File: src/rtl/dlc_pkg.sv
`timescale 1ns/1ps
// Shared widths and mode-derived constants for the DLL delay-code controller.
// Assumes a 6-bit delay code and an 8-bit degree report.
package dlc_pkg;
    localparam int CODE_W = 6;
    localparam int DEG_W  = 8;
    typedef logic [CODE_W-1:0] code_t;

    // Start code after reset or load, chosen by frequency mode.
    function automatic int start_code(input int high_freq);
        return (high_freq != 0) ? 32 : 16;
    endfunction

    // Upper clamp of the offset outputs, chosen by frequency mode.
    function automatic int ceil_code(input int high_freq);
        return (high_freq != 0) ? 31 : 63;
    endfunction
endpackage

File: src/rtl/dlc_step_filt.sv
`timescale 1ns/1ps
// Step filter: accepts a step once FILT_LEN consecutive comparator samples
// agree in direction. FILT_LEN = 1 accepts every sample.
// Assumes one comparator sample per clock.
module dlc_step_filt #(
    parameter int FILT_LEN = 4
) (
    input  logic clk,
    input  logic rst_n,
    input  logic load_i,
    input  logic up_i,
    output logic step_o,
    output logic step_up_o
);
    localparam int RUN_W = $clog2(FILT_LEN + 1);

    logic [RUN_W-1:0] run_q;
    logic [RUN_W-1:0] run_nx;
    logic             last_q;
    logic             agree;

    // Next run length: extend on agreement, else start over at one.
    assign agree     = (run_q != '0) && (last_q == up_i);
    assign run_nx    = agree ? run_q + 1'b1 : RUN_W'(1);
    assign step_o    = (run_nx == RUN_W'(FILT_LEN));
    assign step_up_o = up_i;

    // Track run length and last direction; load restarts asynchronously.
    always_ff @(posedge clk or posedge load_i) begin
        if (load_i) begin
            run_q  <= '0;
            last_q <= 1'b0;
        end else if (!rst_n) begin
            run_q  <= '0;
            last_q <= 1'b0;
        end else begin
            run_q  <= step_o ? '0 : run_nx;
            last_q <= up_i;
        end
    end
endmodule

File: src/rtl/dlc_lock_trk.sv
`timescale 1ns/1ps
// Lock tracker: counts direction reversals of accepted steps, raises a
// sticky lock after LOCK_RUN of them, and flags a timeout when lock is
// missing after TMO_LIMIT cycles.
module dlc_lock_trk #(
    parameter int LOCK_RUN  = 8,
    parameter int TMO_LIMIT = 256
) (
    input  logic clk,
    input  logic rst_n,
    input  logic load_i,
    input  logic step_i,
    input  logic up_i,
    output logic lock_o,
    output logic tmo_o
);
    localparam int ALT_W = $clog2(LOCK_RUN + 1);
    localparam int TMO_W = $clog2(TMO_LIMIT + 1);

    logic             prev_q;
    logic             have_q;
    logic [ALT_W-1:0] alt_q;
    logic             lock_q;
    logic [TMO_W-1:0] tcnt_q;
    logic             reversal;

    // An accepted step is a reversal when it opposes the previous one.
    assign reversal = have_q && (up_i != prev_q);
    assign lock_o   = lock_q;
    assign tmo_o    = !lock_q && (tcnt_q == TMO_W'(TMO_LIMIT));

    // Reversal counting, sticky lock and timeout counter.
    always_ff @(posedge clk or posedge load_i) begin
        if (load_i) begin
            prev_q <= 1'b0;
            have_q <= 1'b0;
            alt_q  <= '0;
            lock_q <= 1'b0;
            tcnt_q <= '0;
        end else if (!rst_n) begin
            prev_q <= 1'b0;
            have_q <= 1'b0;
            alt_q  <= '0;
            lock_q <= 1'b0;
            tcnt_q <= '0;
        end else begin
            if (step_i) begin
                prev_q <= up_i;
                have_q <= 1'b1;
                if (reversal) begin
                    if (alt_q != ALT_W'(LOCK_RUN)) alt_q <= alt_q + 1'b1;
                    if (alt_q == ALT_W'(LOCK_RUN - 1)) lock_q <= 1'b1;
                end else begin
                    alt_q <= '0;
                end
            end
            if (!lock_q && tcnt_q != TMO_W'(TMO_LIMIT)) tcnt_q <= tcnt_q + 1'b1;
        end
    end
endmodule

File: src/rtl/dlc_ofs_chan.sv
`timescale 1ns/1ps
// Offset channel: adds a static signed constant or a dynamic signed
// magnitude to the delay code and clamps the sum to [0, CEIL].
module dlc_ofs_chan
    import dlc_pkg::*;
#(
    parameter int DYN  = 0,
    parameter int SVAL = 0,
    parameter int CEIL = 63
) (
    input  code_t code_i,
    input  code_t mag_i,
    input  logic  add_i,
    output code_t res_o
);
    localparam int SW = CODE_W + 2;
    localparam logic signed [SW-1:0] STAT_S = SW'(SVAL);
    localparam logic signed [SW-1:0] CEIL_S = SW'(CEIL);

    logic signed [SW-1:0] dyn_d;
    logic signed [SW-1:0] delta;
    logic signed [SW-1:0] sum;

    // Pick the offset term, form the sum and clamp it.
    always_comb begin
        dyn_d = add_i ? $signed({2'b00, mag_i}) : -$signed({2'b00, mag_i});
        delta = (DYN != 0) ? dyn_d : STAT_S;
        sum   = $signed({2'b00, code_i}) + delta;
        if (sum < 0)            res_o = '0;
        else if (sum > CEIL_S)  res_o = CEIL_S[CODE_W-1:0];
        else                    res_o = sum[CODE_W-1:0];
    end
endmodule

File: src/rtl/dll_code_ctrl.sv
`timescale 1ns/1ps
// DLL delay-code controller top: saturating up/down code driven by a
// filtered phase-comparator stream, lock and timeout tracking, two offset
// channels, periodic update strobe and the modelled delay-setting latches.
// Assumes one comparator decision per reference-clock cycle.
module dll_code_ctrl
    import dlc_pkg::*;
#(
    parameter int CHAIN_LEN  = 12,
    parameter int HIGH_FREQ  = 0,
    parameter int JITTER_RED = 0,
    parameter int OFS_A_DYN  = 0,
    parameter int OFS_A_VAL  = 0,
    parameter int OFS_B_DYN  = 1,
    parameter int OFS_B_VAL  = 0,
    parameter int UPD_PERIOD = 8,
    parameter int LOCK_RUN   = 8
) (
    input  logic             clk,
    input  logic             rst_n,
    input  logic             load_i,
    input  logic             ph_up_i,
    input  logic [CODE_W-1:0] ofs_a_i,
    input  logic             ofs_a_add_i,
    input  logic [CODE_W-1:0] ofs_b_i,
    input  logic             ofs_b_add_i,
    output logic [CODE_W-1:0] dly_code_o,
    output logic [CODE_W-1:0] ofs_a_code_o,
    output logic [CODE_W-1:0] ofs_b_code_o,
    output logic             lock_o,
    output logic             lock_tmo_o,
    output logic             upd_o,
    output logic [CODE_W-1:0] held_code_o,
    output logic [DEG_W-1:0]  tap_deg_o
);
    localparam int    INIT_CODE = start_code(HIGH_FREQ);
    localparam int    CEIL_CODE = ceil_code(HIGH_FREQ);
    localparam int    FILT_LEN  = (JITTER_RED != 0) ? 4 : 1;
    localparam int    TMO_LIMIT = (JITTER_RED != 0) ? 1024 : 256;
    localparam int    UPD_W     = $clog2(UPD_PERIOD);
    localparam int    TAP_DEG   = 360 / CHAIN_LEN;
    localparam code_t INIT_C    = CODE_W'(INIT_CODE);
    localparam code_t MAX_C     = '1;

    logic              step;
    logic              step_up;
    code_t             code_q;
    logic [UPD_W-1:0]  ucnt_q;
    code_t             held_q;
    code_t [1:0]       mag;
    logic  [1:0]       addsel;
    code_t [1:0]       ofs_res;

    dlc_step_filt #(.FILT_LEN(FILT_LEN)) u_filt (
        .clk(clk), .rst_n(rst_n), .load_i(load_i), .up_i(ph_up_i),
        .step_o(step), .step_up_o(step_up)
    );

    dlc_lock_trk #(.LOCK_RUN(LOCK_RUN), .TMO_LIMIT(TMO_LIMIT)) u_lock (
        .clk(clk), .rst_n(rst_n), .load_i(load_i), .step_i(step),
        .up_i(step_up), .lock_o(lock_o), .tmo_o(lock_tmo_o)
    );

    // Delay code counter: saturating step, asynchronous load.
    always_ff @(posedge clk or posedge load_i) begin
        if (load_i)      code_q <= INIT_C;
        else if (!rst_n) code_q <= INIT_C;
        else if (step) begin
            if (step_up && code_q != MAX_C)    code_q <= code_q + 1'b1;
            else if (!step_up && code_q != '0) code_q <= code_q - 1'b1;
        end
    end

    // Update strobe phase counter, running only while locked.
    always_ff @(posedge clk) begin
        if (!rst_n || !lock_o)                      ucnt_q <= '0;
        else if (ucnt_q == UPD_W'(UPD_PERIOD - 1))  ucnt_q <= '0;
        else                                        ucnt_q <= ucnt_q + 1'b1;
    end

    assign upd_o = lock_o && (ucnt_q == UPD_W'(UPD_PERIOD - 1));

    // Modelled delay-setting latches: capture on the update strobe only.
    always_ff @(posedge clk) begin
        if (!rst_n)     held_q <= INIT_C;
        else if (upd_o) held_q <= code_q;
    end

    assign mag    = {ofs_b_i, ofs_a_i};
    assign addsel = {ofs_b_add_i, ofs_a_add_i};

    // One offset channel per slot, variant picked by parameters.
    for (genvar ch = 0; ch < 2; ch++) begin : g_ofs
        dlc_ofs_chan #(
            .DYN (ch == 0 ? OFS_A_DYN : OFS_B_DYN),
            .SVAL(ch == 0 ? OFS_A_VAL : OFS_B_VAL),
            .CEIL(CEIL_CODE)
        ) u_chan (
            .code_i(code_q), .mag_i(mag[ch]), .add_i(addsel[ch]),
            .res_o(ofs_res[ch])
        );
    end

    assign dly_code_o   = code_q;
    assign held_code_o  = held_q;
    assign ofs_a_code_o = ofs_res[0];
    assign ofs_b_code_o = ofs_res[1];
    assign tap_deg_o    = DEG_W'(TAP_DEG);
endmodule

File: config.mk
export PLATFORM = sky130hd
export DESIGN_NAME = dll_code_ctrl
export DESIGN_NICKNAME = d
export VERILOG_FILES = /design/src/rtl/dlc_pkg.sv /design/src/rtl/dlc_step_filt.sv /design/src/rtl/dlc_lock_trk.sv /design/src/rtl/dlc_ofs_chan.sv /design/src/rtl/dll_code_ctrl.sv
export SDC_FILE = /design/constraint.sdc
export NUM_CORES = 1
export LEC_CHECK = 0
export CAP_MARGIN = 10
export CORE_MARGIN = 2
export CORE_UTILIZATION = 51
export DETAILED_ROUTE_END_ITERATION = 10
export GPL_ROUTABILITY_DRIVEN = 0
export PLACE_DENSITY = 0.81
export SYNTH_ARGS = -nofsm -noshare
export SYNTH_HDL_FRONTEND = slang
export SYNTH_SLANG_ARGS = --single-unit
File: constraint.sdc
create_clock -name clk -period 3.5 [get_ports clk]
set_input_delay 0.525 -clock clk [delete_from_list [all_inputs] [get_ports clk]]
set_output_delay 0.525 -clock clk [all_outputs]
set_load 0.01 [all_outputs]
### Word-level counts from Yosys, hierarchy flattened

Index checks and enable logic that the tools add are counted.

| word-level totals | value |
|---|---|
| bits in registers | 31 |
| bits of input ports | 18 |
| output and inout port bits | 35 |
| word-level logic and storage cells | 62 |

| cells by class | value |
|---|---|
| add/subtract/negate cells | 7 |
| order comparisons | 4 |
| equality and inequality tests | 12 |
| muxes and demuxes | 18 |
| reductions and logical operators | 13 |

Operator list:

| kind | count |
|---|---|
| two-way mux 6 bit | 7 |
| two-way mux 9 bit | 2 |
| two-way mux 4 bit | 3 |
| adder 9 x 1 -> 9 bit, second input constant | 1 |
| equality test 9 bit, second input constant | 1 |
| != test 9 bit, second input constant | 1 |
| adder 7 x 8 -> 8 bit | 1 |
| greater-than comparator 8 x 7 -> 1 bit, second input constant | 1 |
| < comparator 8 x 1 -> 1 bit, second input constant | 1 |
| two-way mux 8 bit | 1 |
| negation 6 -> 8 bit | 1 |
| adder 6 x 1 -> 6 bit, second input constant | 1 |
| greater-than comparator 6 bit, second input constant | 1 |
| logical AND 1 bit | 6 |
| < comparator 6 x 1 -> 1 bit, second input constant | 1 |
| != test 2 x 1 -> 1 bit, second input constant | 3 |
| != test 6 bit, second input constant | 1 |
| nonzero test 6 bit | 1 |
| subtractor 6 x 1 -> 6 bit, second input constant | 1 |
| two-way mux 1 bit | 5 |
| adder 4 x 1 -> 4 bit, second input constant | 1 |
| equality test 4 x 3 -> 1 bit, second input constant | 1 |
| != test 4 bit, second input constant | 1 |
| adder 3 x 1 -> 3 bit, second input constant | 1 |
| 8 further kinds | 10 |

### Longest topological paths before layout

Gate-level depths: netlist of run 1.

| depth | value |
|---|---|
| depth after elaboration | 6 |
| depth in mapped cells | 12 |
| mapped depth without buffers | 12 |

### By module

Synthesis of run 1 repeated with hierarchy kept, for this count alone.

| second synthesis, totals | value |
|---|---|
| cell total of the unflattened synthesis | 268 |
| area, all modules | 2337.2 um^2 |

By module, submodules not included:

| module | instances | cells each | area each (um^2) | sequential area each (um^2) |
|---|---|---|---|---|
| dlc_lock_trk | 1 | 96 | 903.4 | 400.4 |
| dll_code_ctrl | 1 | 99 | 899.6 | 331.6 |
| dlc_ofs_chan (g_ofs[1].u_chan) | 1 | 64 | 493.0 | 0.0 |
| dlc_ofs_chan (g_ofs[0].u_chan) | 1 | 6 | 22.5 | 0.0 |
| dlc_step_filt | 1 | 3 | 18.8 | 0.0 |

### Worst setup path after synthesis of run 1

No wires, ideal clock.

| path | value |
|---|---|
| kind | input to output |
| start point | in ofs_b_i[0] |
| end point | out ofs_b_code_o[0] |
| arrival | 2.748 ns |
| required time | 2.975 ns |
| path slack | 0.227 ns |
| stages | 12 |
| buffers on the path | 0 |
| cells stage by stage | inv_1 ha_1 nand2b_1 nor2_1 nor2_1 xor2_1 ha_1 and2_4 a221o_1 o21ai_2 a21oi_1 nor4_1 |

| on the way | value |
|---|---|
| cells in the longest elaborated chain, start to end | 6 |
| elaborated cells between the ends (all ways) | 7 |
| those cells by class | add/sub (2); order compare (2); mux (3) |

RTL lines:

| element | line | RTL |
|---|---|---|
| start: declaration | dll_code_ctrl.sv:25 | `input logic [CODE_W-1:0] ofs_b_i,` |
| negation 6 -> 8 bit | dlc_ofs_chan.sv:26 | `dyn_d = add_i ? $signed({2'b00, mag_i}) : -$signed({2'b00, mag_i});` |
| two-way mux 8 bit * | dlc_ofs_chan.sv:26 |  |
| adder 7 x 8 -> 8 bit * | dlc_ofs_chan.sv:28 | `sum = $signed({2'b00, code_i}) + delta;` |
| greater-than comparator 8 x 7 -> 1 bit | dlc_ofs_chan.sv:30 | `else if (sum > CEIL_S) res_o = CEIL_S[CODE_W-1:0];` |
| two-way mux 6 bit | dlc_ofs_chan.sv:30 |  |
| two-way mux 6 bit * | dlc_ofs_chan.sv:29 | `if (sum < 0) res_o = '0;` |
| end: declaration | dll_code_ctrl.sv:29 | `output logic [CODE_W-1:0] ofs_b_code_o,` |

Mark *: on every way between the ends. The rest lies on a longest branch, timed or not.

### Worst setup path in the final report of run 1

| path | value |
|---|---|
| start point | in ofs_b_i[1] |
| end point | out ofs_b_code_o[2] |

The elaborated chain is that of the path after synthesis.

==> summary.md, run 1 <==
| Metric | Value |
|---|---|
| Die area | 0.00516 mm2 |
| Status | complete, no violations |
| Routed vias/inst | 5.60 |
| Ys async rst share | 0.710 |
| Rel. slew slack | 0.449 |
| Met1 wire length | 2.56 mm |
| Post-synthesis simple-gate area fraction | 0.211 |
| Compound-Gate Fraction of Synth Area | 0.200 |
| Worst-skew pair later-pin latency | 0.28 ns |
| Core Util, Final | 0.724 |
| Detailed Routing Iterations Pass 1 | 4 |
| Unique masters post-synth | 55 |
| Skew final | 0.00356 ns |
| Power per Cell Area | 608 mW/mm2 |
| Port Buffers | 37 |
| Dpl cell area | 0.00296 mm2 |
| Top Layer Used | met4 |
| Largest net degree at the start of global routing | 23 |
| WP data arrival | 2.88 ns |
| DIE WIDTH | 71.8 um |
| WP data required | 2.97 ns |
| Vias in the first global route | 2080 |
| Area leader, netlist | dfrtp_1 |
| Setup-failing EPs final | 0 |
| Post-route ant nets | 0 |
| Synth area leaders | dfrtp_1 (22%), ha_1 (9.6%), dfxtp_1 (7.7%) |
| IO Count | 53 |
| Final WL | 5.81 mm |
| Yosys warning count | 0 |
| Detailed Route Iter0 Violations | 227 |
| CP Launch Type | input port |
| Area Growth Syn to Fin | 35.3% |
| Post-DP HPWL | 4.32 mm |
| Antenna Cells | 0 |
| Max-cap violations | 0 |
| WL met2 | 2.74 mm |
| Psw | 720 uW |
| Post-Syn Area | 0.00234 mm2 |
| Ys flop type | dfrtp_1 |
| Clock network fraction of total power | 0.216 |
| Register area share after synthesis | 0.312 |
| Crit Path Max Fanout | 5 |
| Share of Yosys cell area claimed by the top area cell type | 0.224 |
| Reg2Reg Setup Slack | 0.78 ns |
| Setup WS post-layout | 0.0970 ns |
| H-Tree Depth | 2 |
| Hold Vio Cnt, Final | 0 |
| Starting Density | 0.535 |
| Critical path type | input port to output pin |
| Fin crit share | 0.972 |
| Post-route setup TNS | 0 ns |
| Core area | 0.00438 mm2 |
| Clk sinks | 31 |
| Overall global routing resource usage | 0.238 |
| TritonCTS clock tree | yes |
| Global route overflow | 0 |
| Met3 WL | 438 um |
| Crit path capture type | output pin |
| Cells after Synth | 276 |
| # fillers | 320 |
| Final Max Tran Viols | 0 |
| Leakage | 1.42 nW |
| Number of buffers created by CTS | 5 |
| Fin crit period | 3.40 ns |
| Register area | 732 um2 |
| Max VDD drop | 0.395 mV |
| Multiplexer share of the synthesized area | 0.00961 |
| Die H | 71.8 um |
| Post-Syn Area per Cell | 8.50 um2 |
| Multi-input gate area | 0.00155 mm2 |
| Post-synthesis adder-cell area fraction | 0.113 |
| Share of power burned in registers | 0.222 |
| Fmax | 294 MHz |
| Sw Share | 0.373 |
| Global-route wire length before repair | 9.52 mm |
| Internal | 1.21 mW |
| Root Driver | clkbuf_8 |
| Post-synth EDFFs | 0 |
| XOR/XNOR share of the synthesized area | 0.0710 |
| Proportion of layout cells with a drive suffix above 1 | 0.243 |
| Via count | 2227 |
| Cell Count, Final, Fillers Out | 398 |
| Worst Hold Class | register to register |
| Slew @ Worst Pin | 0.825 ns |
| Placed Cells | 387 |
| Worst-path clk slew | 0.07 ns |
| Dpl ws | -0.819 ns |
| Comb pwr share | 0.562 |
| FP Rows | 24 |
| Final instance area | 0.00317 mm2 |
| Yosys reg bits | 31 |
| Post-layout net count | 383 |
| Antenna violations before repair | 0 |
| Clock Tree Buf Depth | 2 |
| WL per Instance | 14.6 um |
| Largest family of logic cells by synthesized area | simple AND/OR/NAND/NOR gates |
| DRC viols | 0 |
synthesized netlist by cell type, types with 2 or more instances:
cell and count:
a211oi_1 3, a21boi_0 5, a21o_1 3, a21oi_1 14
a221oi_1 2, and2_1 9, and3_1 4, buf_4 8
clkbuf_1 10, conb_1 2, dfrtp_1 21, dfxtp_1 9
fa_1 2, ha_1 18, inv_1 19, mux2_2 2
nand2_1 30, nand3_1 10, nand4_1 5, nor2_1 15
nor2b_1 2, nor3_1 7, nor3b_1 2, nor4_1 3
o211ai_1 3, o21ai_0 17, o221ai_1 2, o31ai_1 3
or4_1 3, xnor2_1 10, xor2_1 9
cells by family (layout without fill, tap and decap cells):
family                     Yosys count  after routing
adders and majority gates           20             20
AOI/OAI and AO/OA                   65             65
buffers and inverters               39            103
DFF                                 31             31
and+or+nand+nor                     98             98
xor gates and xnor gates            19             19
muxes                                2              2
other                                2              8
stage by stage:
step,power (mW),hold WS (ns)
6_report,1.93,0.443
5_1_grt,2.05,0.446
4_1_cts,1.90,0.439
3_5_place_dp,1.45,0.423
3_3_place_gp,1.42,0.421
2_1_floorplan,1.01,0.408
critical path, cell delays in order:
cell and delay (ns):
buf_2 0.09, inv_2 0.04, ha_4 0.16, nand2b_4 0.07, nor2_2 0.03, nor2_1 0.16, xor2_2 0.21, ha_1 0.28
and2_4 0.16, a221o_1 0.37, o21ai_4 0.24, o211ai_1 0.13, a211oi_1 0.25, buf_2 0.18
power groups by stage:
stage               sequential, mW  clock [mW]  combinational [mW]
finish                       0.427       0.417                1.08
global route                 0.432       0.440                1.17
CTS                          0.427       0.422                1.05
detailed placement           0.430           0                1.02
global placement             0.429           0               0.989
floorplan                    0.451           0               0.562
sequential cells by signal, summed over array words and instances (netlist names):
register       count
u_filt.last_q      1
u_lock.have_q      1
held_code_o        6
ucnt_q             3
u_lock.tcnt_q      9
dly_code_o         6
u_lock.alt_q       4
u_lock.lock_o      1
layout by cell type, fill, tap and decap left out, drive strengths merged, types with 2 or more instances in the layout:
master          n
and3            5
dfxtp           9
o21ai          18
nor4            3
nor3            7
inv            19
buf            47
nand3          10
dfrtp          21
ha             18
xnor2          10
and2           10
nand2          30
conb            8
a21boi          5
o31ai           3
a21oi          15
fa              2
a21o            3
a211oi          3
nor3b           2
nor2b           2
xor2            9
a221oi          3
nor2           15
nand4           5
or2             2
clkbuf          7
o221ai          2
clkdlybuf4s50  26
or4             3
bufinv          2
mux2            2
o211ai          3
dlygate4sd2     2
o21ba           2
metal layers:
metal / vias to the layer above / track usage
met4: 0 / 0.0734
met2: 87 / 0.378
li1: 1092 / -
met1: 1037 / 0.327
met3: 11 / 0.0478
met5: - / 0
what timing repair did:
action,in CTS,in global routing
hold buffers,0,0
pin swaps,14,14
setup buffers,2,1
resized for setup,49,13
setup endpoints to repair,6,6
layout make-up:
class,instances,share of cell area
repair buffers,76,0.196
flip-flops and latches,31,0.231
clock buffers,6,0.0229
well taps,52,0.0205
multi-input cells,212,0.489
inverters,19,0.0225
clock inverters,2,0.0189
worst paths after layout:
check | start | endpoint | cells after the start
worst max-delay path | ofs_b_i[1] | ofs_b_code_o[2] | 14
worst min-delay path | ucnt_q[0]$_SDFF_PP0_ | ucnt_q[0]$_SDFF_PP0_ | 1
worst max register to register | dly_code_o[4]$_DFFE_PP1P_ | dly_code_o[4]$_DFFE_PP1P_ | 9
worst min register to register | ucnt_q[0]$_SDFF_PP0_ | ucnt_q[0]$_SDFF_PP0_ | 1
max in group asynchronous | load_i | u_lock.alt_q[0]$_DFFE_PP0P_ | 2
min in group asynchronous | load_i | u_lock.tcnt_q[8]$_DFFE_PP0P_ | 2
No activity file was read; power rests on OpenSTA's default activity.
==> run 2, diff against run 1 <==
Settings changed: MAX_ROUTING_LAYER set to met4.
==> run 2 against run 1 <==
Global-route usage increased by 0.69 points; via count hardly changed; count of clock-buffer cells in the layout unchanged; die area did not move; fmax decreased by 0.38%; sequential share of layout area unchanged; hold slack worse by 0.0028 ns; utilization stayed put; cell count unchanged; critical endpoint unchanged; largest cell class unchanged; highest routed layer unchanged.
==> summary.md, run 2 (synthesis gave the netlist of run 1 again) <==
| Metric | Value |
|---|---|
| Critical path's top delay family | compound AO/OA/AOI/OAI gates |
| Post-DP HPWL | 4.32 mm (unchanged) |
| Antenna Cells | 0 (unchanged) |
| Worst Hold Class | register to register |
| Proportion of layout cells with a drive suffix above 1 | 0.243 (unchanged) |
| Worst-skew pair later-pin latency | 0.28 ns (about the same) |
| Root Driver | clkbuf_8 |
| Clk sinks | 31 (unchanged) |
| Post-layout net count | 383 (unchanged) |
| Leakage | 1.42 nW (unchanged) |
| Core Util, Final | 0.724 (unchanged) |
| Routed vias/inst | 5.60 (about the same) |
| CP Launch Type | input port |
| Rel. slew slack | 0.450 (about the same) |
| Skew final | 0.00327 ns (-0.000293 ns) |
| Fin crit period | 3.42 ns (+0.0130 ns) |
| Final WL | 5.81 mm (about the same) |
| Placed Cells | 387 (unchanged) |
| Power per Cell Area | 609 mW/mm2 (+0.13%) |
| Fin crit share | 0.976 (+0.00372) |
| TritonCTS clock tree | yes |
| Max reg flops | 9 (unchanged) |
| Dpl ws | -0.819 ns (unchanged) |
| Die H | 71.8 um (unchanged) |
| Most flops, register | u_lock.tcnt_q |
| Detailed Routing Iterations Pass 1 | 4 (unchanged) |
| FP Rows | 24 (unchanged) |
| Largest net degree at the start of global routing | 23 (unchanged) |
| Dpl cell area | 0.00296 mm2 (unchanged) |
| Crit-path slowest cell | a221o_1 |
| Max VDD drop | 0.396 mV (+0.21%) |
| Final instance area | 0.00317 mm2 (unchanged) |
| Critical Path, Cell by Cell | buf_2 -> inv_2 -> ha_4 -> nand2b_4 -> nor2_2 -> nor2_1 -> xor2_2 -> ha_1 -> and2_4 -> a221o_1 -> o21ai_4 -> o211ai_1 -> a211oi_1 -> buf_2 |
| WP data required | 2.97 ns (about the same) |
| Overall global routing resource usage | 0.245 (+0.00686) |
| H-Tree Depth | 2 (unchanged) |
| Most used cell, CP | buf_2 |
| # fillers | 320 (unchanged) |
| Min Hold Slack | 0.441 ns (-0.00284 ns) |
| Area Growth Syn to Fin | 35.3% (unchanged) |
| Post-route ant nets | 0 (unchanged) |
| DIE WIDTH | 71.8 um (unchanged) |
| Most common cell after layout, fill and taps aside | buf_4 |
| Status | complete, no violations |
| Global-route wire length before repair | 9.52 mm (about the same) |
| Max stage delay on crit path | 0.37 ns (about the same) |
| Sum of buffers and inverters on the critical path | 3 (unchanged) |
| Cell Count, Final, Fillers Out | 398 (unchanged) |
| Register area | 732 um2 (unchanged) |
| Global route overflow | 0 (unchanged) |
| Number of buffers created by CTS | 5 (unchanged) |
| Slew @ Worst Pin | 0.825 ns (-0.000437 ns) |
| Core area | 0.00438 mm2 (unchanged) |
| Hold Vio Cnt, Final | 0 (unchanged) |
| Commonest non-fill, non-tap cells in the layout | buf_4 (39), nand2_1 (30), clkdlybuf4s50_1 (26), dfrtp_1 (21), inv_1 (17) |
| Clock Tree Buf Depth | 2 (unchanged) |
| Via count | 2229 (+0.090%) |
| WL per Instance | 14.6 um (about the same) |
| Setup-failing EPs final | 0 (unchanged) |
| Crit path capture type | output pin |
| Worst-path clk slew | 0.07 ns (about the same) |
| Crit Path Max Fanout | 5 (unchanged) |
| WP data arrival | 2.89 ns (about the same) |
| Hold_buf cts | 0 (unchanged) |
| Antenna violations before repair | 0 (unchanged) |
| IO Count | 53 (unchanged) |
| Multi-input gate area | 0.00155 mm2 (unchanged) |
| Starting Density | 0.535 (unchanged) |
| Fmax | 293 MHz (-0.38%) |
| Max-cap violations | 0 (unchanged) |
| Die area | 0.00516 mm2 (unchanged) |
| Total chip power | 1.93 mW (+0.13%) |
| Critical path type | input port to output pin |
| Port Buffers | 37 (unchanged) |
| DRC viols | 0 (unchanged) |
| Post-route setup TNS | 0 ns (unchanged) |
| Detailed Route Iter0 Violations | 160 (-30%) |
| Setup WS post-layout | 0.0840 ns (-0.0130 ns) |
| Vias in the first global route | 2079 (-0.048%) |
| Final Max Tran Viols | 0 (unchanged) |
run 2: cell counts in the layout (fill, tap and decap cells not counted):
No cell type changed its count.
run 2: power breakdown:
| part | internal, mW | leakage (nW) | switching [mW] |
|---|---|---|---|
| Sequential | 0.391 | 0.364 | 0.0366 |
| Clock | 0.284 | 0.0654 | 0.133 |
| Combinational | 0.534 | 0.991 | 0.553 |
| Total | 1.21 | 1.42 | 0.722 |
run 2: final cells by class:
class                           count  area share
Clock buffer                        6      0.0229
Clock inverter                      2      0.0189
Inverter                           19      0.0225
Multi-Input combinational cell    212       0.489
Sequential cell                    31       0.231
Tap cell                           52      0.0205
Timing Repair Buffer               76       0.196
run 2: per-layer routing:
metal  wire [um]  global-route usage
met2        2740               0.380
met1        2610               0.325
met5           0                   -
met4          83              0.0734
met3         376              0.0478
run 2: final timing paths:
path                                      startpoint                      endpoint  slack [ns]  cells past startpoint
max                                       ofs_b_i[1]               ofs_b_code_o[2]        0.08                     14
min in group asynchronous                     load_i  u_lock.tcnt_q[8]$_DFFE_PP0P_        0.70                      2
max reg2reg                dly_code_o[4]$_DFFE_PP1P_     dly_code_o[4]$_DFFE_PP1P_        0.77                      9
min                             ucnt_q[0]$_SDFF_PP0_          ucnt_q[0]$_SDFF_PP0_        0.44                      1
max in group asynchronous                     load_i   u_lock.alt_q[2]$_DFFE_PP0P_        2.28                      2
min reg2reg                     ucnt_q[0]$_SDFF_PP0_          ucnt_q[0]$_SDFF_PP0_        0.44                      1
run 2: repair_timing:
action,in CTS,in global routing
resized for setup,49,13
pin swaps,14,14
endpoints found under the setup margin,6,6
setup buffers,2,1
